`src/rtl/ppc_pkg.sv`:
```
package ppc_pkg;

    typedef enum logic [2:0] {
        EV_IDLE   = 3'd0,
        EV_STEP   = 3'd1,
        EV_PAGEWR = 3'd2,
        EV_LOWR   = 3'd3,
        EV_JUMP   = 3'd4,
        EV_RETI   = 3'd5,
        EV_IRQ    = 3'd6
    } ppc_ev_e;

endpackage

```
`src/rtl/ppc_arbiter.sv`:
```
module ppc_arbiter
    import ppc_pkg::*;
(
    input  logic    irq_i,
    input  logic    reti_i,
    input  logic    jump_i,
    input  logic    lo_wr_i,
    input  logic    page_wr_i,
    input  logic    step_i,
    output ppc_ev_e ev_o
);

    // Fixed priority, highest first.
    always_comb begin
        if (irq_i)          ev_o = EV_IRQ;
        else if (reti_i)    ev_o = EV_RETI;
        else if (jump_i)    ev_o = EV_JUMP;
        else if (lo_wr_i)   ev_o = EV_LOWR;
        else if (page_wr_i) ev_o = EV_PAGEWR;
        else if (step_i)    ev_o = EV_STEP;
        else                ev_o = EV_IDLE;
    end

endmodule

```
`src/rtl/ppc_target.sv`:
```
module ppc_target #(
    parameter int PC_W   = 16,
    parameter int PAGE_W = 3,
    parameter int LO_W   = 8,
    localparam int HI_W  = PC_W - LO_W,
    localparam int OP_W  = PC_W - PAGE_W
) (
    input  logic [PC_W-1:0]   pc_q_i,
    input  logic [PAGE_W-1:0] page_q_i,
    input  logic [LO_W-1:0]   lo_data_i,
    input  logic              lo_carry_i,
    input  logic [OP_W-1:0]   jump_opnd_i,
    output logic [PC_W-1:0]   step_pc_o,
    output logic [PC_W-1:0]   lowr_pc_o,
    output logic [PC_W-1:0]   jump_pc_o
);

    logic [HI_W-1:0] hi_cur;
    logic [HI_W-1:0] hi_inc;

    always_comb begin
        step_pc_o = pc_q_i + {{(PC_W-1){1'b0}}, 1'b1};
        hi_cur    = pc_q_i[PC_W-1:LO_W];
        hi_inc    = hi_cur + {{(HI_W-1){1'b0}}, lo_carry_i};
        lowr_pc_o = {hi_inc, lo_data_i};
        jump_pc_o = {page_q_i, jump_opnd_i};
    end

endmodule

```
`src/rtl/ppc_page.sv`:
```
module ppc_page
    import ppc_pkg::*;
#(
    parameter int PAGE_W = 3
) (
    input  ppc_ev_e           ev_i,
    input  logic [PAGE_W-1:0] page_q_i,
    input  logic [PAGE_W-1:0] shadow_q_i,
    input  logic [PAGE_W-1:0] page_data_i,
    input  logic [PAGE_W-1:0] vec_page_i,
    output logic [PAGE_W-1:0] page_d_o,
    output logic [PAGE_W-1:0] shadow_d_o
);

    always_comb begin
        page_d_o   = page_q_i;
        shadow_d_o = shadow_q_i;
        unique case (ev_i)
            EV_IRQ: begin
                page_d_o   = vec_page_i;
                shadow_d_o = page_q_i;
            end
            EV_RETI:   page_d_o = shadow_q_i;
            EV_PAGEWR: page_d_o = page_data_i;
            default: ;
        endcase
    end

endmodule

```
`src/rtl/ppc_unit.sv`:
```
module ppc_unit
    import ppc_pkg::*;
#(
    parameter int PC_W   = 16,
    parameter int PAGE_W = 3,
    parameter int LO_W   = 8,
    localparam int OP_W  = PC_W - PAGE_W
) (
    input  logic              clk,
    input  logic              rst_n,
    input  logic              step_i,
    input  logic              lo_wr_i,
    input  logic [LO_W-1:0]   lo_data_i,
    input  logic              lo_carry_i,
    input  logic              jump_i,
    input  logic [OP_W-1:0]   jump_opnd_i,
    input  logic              page_wr_i,
    input  logic [PAGE_W-1:0] page_data_i,
    input  logic              irq_i,
    input  logic [PC_W-1:0]   irq_vec_i,
    input  logic              reti_i,
    input  logic [PC_W-1:0]   ret_addr_i,
    output logic [PC_W-1:0]   pc_o,
    output logic [PAGE_W-1:0] page_o,
    output logic [PAGE_W-1:0] shadow_o
);

    typedef struct packed {
        logic [PC_W-1:0]   pc;
        logic [PAGE_W-1:0] page;
        logic [PAGE_W-1:0] shadow;
    } state_t;

    state_t  st_d, st_q;
    ppc_ev_e ev;

    logic [PC_W-1:0]   step_pc, lowr_pc, jump_pc;
    logic [PAGE_W-1:0] page_nx, shadow_nx;

    ppc_arbiter u_arb (
        .irq_i     (irq_i),
        .reti_i    (reti_i),
        .jump_i    (jump_i),
        .lo_wr_i   (lo_wr_i),
        .page_wr_i (page_wr_i),
        .step_i    (step_i),
        .ev_o      (ev)
    );

    ppc_target #(
        .PC_W   (PC_W),
        .PAGE_W (PAGE_W),
        .LO_W   (LO_W)
    ) u_tgt (
        .pc_q_i      (st_q.pc),
        .page_q_i    (st_q.page),
        .lo_data_i   (lo_data_i),
        .lo_carry_i  (lo_carry_i),
        .jump_opnd_i (jump_opnd_i),
        .step_pc_o   (step_pc),
        .lowr_pc_o   (lowr_pc),
        .jump_pc_o   (jump_pc)
    );

    ppc_page #(
        .PAGE_W (PAGE_W)
    ) u_page (
        .ev_i        (ev),
        .page_q_i    (st_q.page),
        .shadow_q_i  (st_q.shadow),
        .page_data_i (page_data_i),
        .vec_page_i  (irq_vec_i[PC_W-1 -: PAGE_W]),
        .page_d_o    (page_nx),
        .shadow_d_o  (shadow_nx)
    );

    always_comb begin
        st_d        = st_q;
        st_d.page   = page_nx;
        st_d.shadow = shadow_nx;
        unique case (ev)
            EV_IRQ:  st_d.pc = irq_vec_i;
            EV_RETI: st_d.pc = ret_addr_i;
            EV_JUMP: st_d.pc = jump_pc;
            EV_LOWR: st_d.pc = lowr_pc;
            EV_STEP: st_d.pc = step_pc;
            default: ;
        endcase
    end

    always_ff @(posedge clk) begin
        if (!rst_n) st_q <= '0;
        else        st_q <= st_d;
    end

    assign pc_o     = st_q.pc;
    assign page_o   = st_q.page;
    assign shadow_o = st_q.shadow;

endmodule

```
`config.mk`:
```
export PLATFORM = sky130hd
export DESIGN_NAME = ppc_unit
export DESIGN_NICKNAME = d
export VERILOG_FILES = /design/src/rtl/ppc_pkg.sv /design/src/rtl/ppc_arbiter.sv /design/src/rtl/ppc_target.sv /design/src/rtl/ppc_page.sv /design/src/rtl/ppc_unit.sv
export SDC_FILE = /design/constraint.sdc
export NUM_CORES = 1
export LEC_CHECK = 0
export BUFFER_PORTS_ARGS = -buffer_cell sky130_fd_sc_hd__buf_2
export CAP_MARGIN = 5
export CORE_MARGIN = 8
export CORE_UTILIZATION = 30
export CTS_BUF_LIST = sky130_fd_sc_hd__clkbuf_8
export DETAILED_ROUTE_END_ITERATION = 16
export PLACE_DENSITY_LB_ADDON = 0.08
export SKIP_LAST_GASP = 1
export SYNTH_ARGS = -nofsm -noshare
export SYNTH_HDL_FRONTEND = slang
export SYNTH_SLANG_ARGS = --single-unit
```
`constraint.sdc`:
```
create_clock -name clk -period 1.9 [get_ports clk]
set_input_delay 0.095 -clock clk [delete_from_list [all_inputs] [get_ports clk]]
set_output_delay 0.095 -clock clk [all_outputs]
set_load 0.005 [all_outputs]
```
==> flow_metrics.tcl <==
set metrics [dict create \
    cts_tree "built" \
    fin_nets 370 \
    cts.sink_count 22 \
    setup_violations 0 \
    status "completed" \
    worstSetupPathType "reg -> reg" \
    finalWirelength_um 6539 \
    die_height_um 90.37 \
    fin_worst_hold_slack_ns 0.07352 \
    synthTopCellsByCount "24 x nand2_1, 22 x dfxtp_1, 17 x a21oi_1" \
    final.setup.tns_ns 0 \
    critPathMaxStageDelay_ns 0.42 \
    grt_max_degree 23 \
    path_max_fanout 6 \
    power_density_nw_per_um2 546.3 \
    arrival_ns 1.96 \
    ir_worst_vdd_uv 222.6 \
    cts-hold-fix-buffers 0 \
    clock_skew_ns 0.004446 \
    ant_nets 0 \
    htreeDepth 1 \
    cts_buffer_depth 2 \
    dp.cells 368 \
    p_int_uw 852.3 \
    avgViaCountPerCell 5.362 \
    die_area_um2 8166 \
    synth_ff_type "dfxtp_1" \
    area_delta_synth_final_pct 37.41 \
    gr-total-overflow 0 \
    dpl.hpwl_um 5023 \
    cts_buffers 3 \
    combPwrFrac_pct 27.6 \
    clockRootBuffer "clkbuf_8" \
    antenna_found_initial 0 \
    crit_buf_inv 0 \
    synthArstFlopShare_pct 0 \
    period_share_pct 92.08 \
    yosysSeqAreaShare_pct 26.55 \
    p_switching_uw 393.2 \
    path_cells "ha_1 > nand3_1 > nor4_1 > xor2_1 > nand2_1 > a21oi_1" \
    rsz0062_at_grt "no" \
    tightest_slew_ns 0.5438 \
    crit_family "simple AND/OR/NAND/NOR gates" \
    coreArea_um2 5439 \
    synth.distinct_cells 37 \
    cp_slowest_cell "dfxtp_1" \
    clkPwrFrac_pct 29.4 \
    vias 2000 \
    io_buffers 86 \
    grt_usage_pct 15.34 \
    fp.dieW_um 90.37 \
    hold_path_class "in -> reg" \
    nFillCells 597 \
    drive_gt1_share_pct 37.54 \
    yosys.area.top_type "dfxtp_1" \
    initial_core_util_pct 30.50 \
    drc 0 \
    fin_cells 373 \
    finalPower_uw 1245 \
    synth_seq_cells 22 \
    placed_area_um2 2211 \
    ios 87 \
    synth_top_area_share_pct 26.55 \
    grt_first_pass_wirelength_um 10430 \
    netlist_instances 210 \
    firstDrtPassIters 5 \
    hold_viol 0 \
    num_antenna_cells 0 \
    fmax_mhz 571.6 \
    p_sw_share_pct 31.57 \
    relSlewSlack_pct 63.59 \
    cp_data_required_time_ns 2.11 \
    yosysMostFrequentCell "nand2_1" \
    crit_path_end_kind "flop" \
    yosys_warnings 0 \
    clk_pin_slew_ns 0.10 \
    core.rowCount 27 \
    dr.first_iter.drc_count 140 \
    start_kind "flop" \
    place.gp.congestion 0.7825 \
    min_period_ns 1.749 \
    drv_slew 0 \
    p_leak_uw 0.001046 \
    syn_nets 278 \
    synth_area_leaders "dfxtp_1 27%, o221ai_1 7.9%, a222oi_1 6.6%, nand2_1 5.4%, xor2_1 5.3%" \
    max-cap-violations 0 \
    netlist_area_um2 1659 \
    grt_pass1_vias 2108 \
    clk_latency_ns 0.27 \
    power_frac_seq_pct 43.1 \
    synth_edf_count 0 \
    wl_per_cell_um 17.53 \
    design_area_um2 2280 \
    post_synth.cell_area_avg_um2 7.900 \
]
## layout make-up
cell class	instances	area, um^2	share of cell area [%]
multi-input combinational	165	1114	48.85
timing repair buffer	102	550.5	24.15
sequential	22	440.4	19.32
tap	72	90.09	3.952
clock buffer	4	55.05	2.415
inverter	8	30.03	1.317
## power groups by stage
| stage | Sequential [uW] | Clock (uW) | Combinational, uW |
|---|---|---|---|
| after global routing | 542 | 388 | 379 |
| after detailed placement | 546 | 0 | 345 |
| after CTS | 536 | 368 | 347 |
| after global placement | 547 | 0 | 349 |
| after floorplan | 545 | 0 | 174 |
| final | 536 | 366 | 343 |
## sequential cells by signal, summed over array words and instances, names as in the netlist
name,cells
pc_o,16
page_o,3
shadow_o,3
## cells in the final DEF (no fill, tap or decap), types with 4 or more instances in the layout
cell       n
a31oi_1    5
inv_1      8
nor2_1    11
dfxtp_1   22
o21ai_0    5
a221oi_1   7
buf_2     86
a21oi_1   17
xnor2_1    4
buf_4     16
nor3_1     7
nand3_1    9
o221ai_1  15
clkbuf_8   4
nand2_1   24
a222oi_1  11
xor2_1    10
nor2b_1    5
## cells by family after synthesis
logic type | count (synthesis) | synth area share [%]
AOI/OAI and AO/OA | 69 | 30.47
xor gates and xnor gates | 14 | 7.390
adders and majority gates | 3 | 2.263
buffers and inverters | 23 | 6.712
DFF | 22 | 26.55
muxes | 3 | 1.810
and+or+nand+nor | 76 | 24.81
## worst min-delay path: stages
cell and delay [ns]:
buf_2 0.11, nand2_1 0.05, a21oi_1 0.05
## final timing paths
| check | slack [ns] | from | cells after the start | endpoint |
|---|---|---|---|---|
| worst max-delay path | 0.15 | pc_o[0]$_SDFFE_PN0P_ | 6 | pc_o[14]$_SDFFE_PN0P_ |
| worst min register to register | 0.55 | shadow_o[0]$_SDFFE_PN0N_ | 2 | shadow_o[0]$_SDFFE_PN0N_ |
| worst max register to register | 0.15 | pc_o[0]$_SDFFE_PN0P_ | 6 | pc_o[14]$_SDFFE_PN0P_ |
| worst min-delay path | 0.07 | irq_vec_i[15] | 3 | page_o[2]$_SDFFE_PN0P_ |
## through the flow
| step | util, % | setup WS [ns] |
|---|---|---|
| CTS | 41.66 | 0.1543 |
| finish | 41.91 | 0.1505 |
| detailed placement | 40.65 | 0.1708 |
| global route | 41.91 | 0.03639 |
| floorplan | - | 0.3006 |
| global placement | 40.65 | 0.1934 |
## routing by layer
| metal | global-route usage (%) | vias up | wire length, um |
|---|---|---|---|
| li1 | - | 996 | - |
| met5 | 0 | - | 0 |
| met2 | 24.72 | 65 | 2987 |
| met4 | 3.606 | 0 | 38 |
| met1 | 19.94 | 935 | 3110 |
| met3 | 3.741 | 4 | 402 |
## repair_timing
action | in CTS | in global routing
gates resized for setup | 0 | 1
setup buffers | 0 | 1
endpoints found under the setup margin | 0 | 3
(Power assumes the default switching activity.)
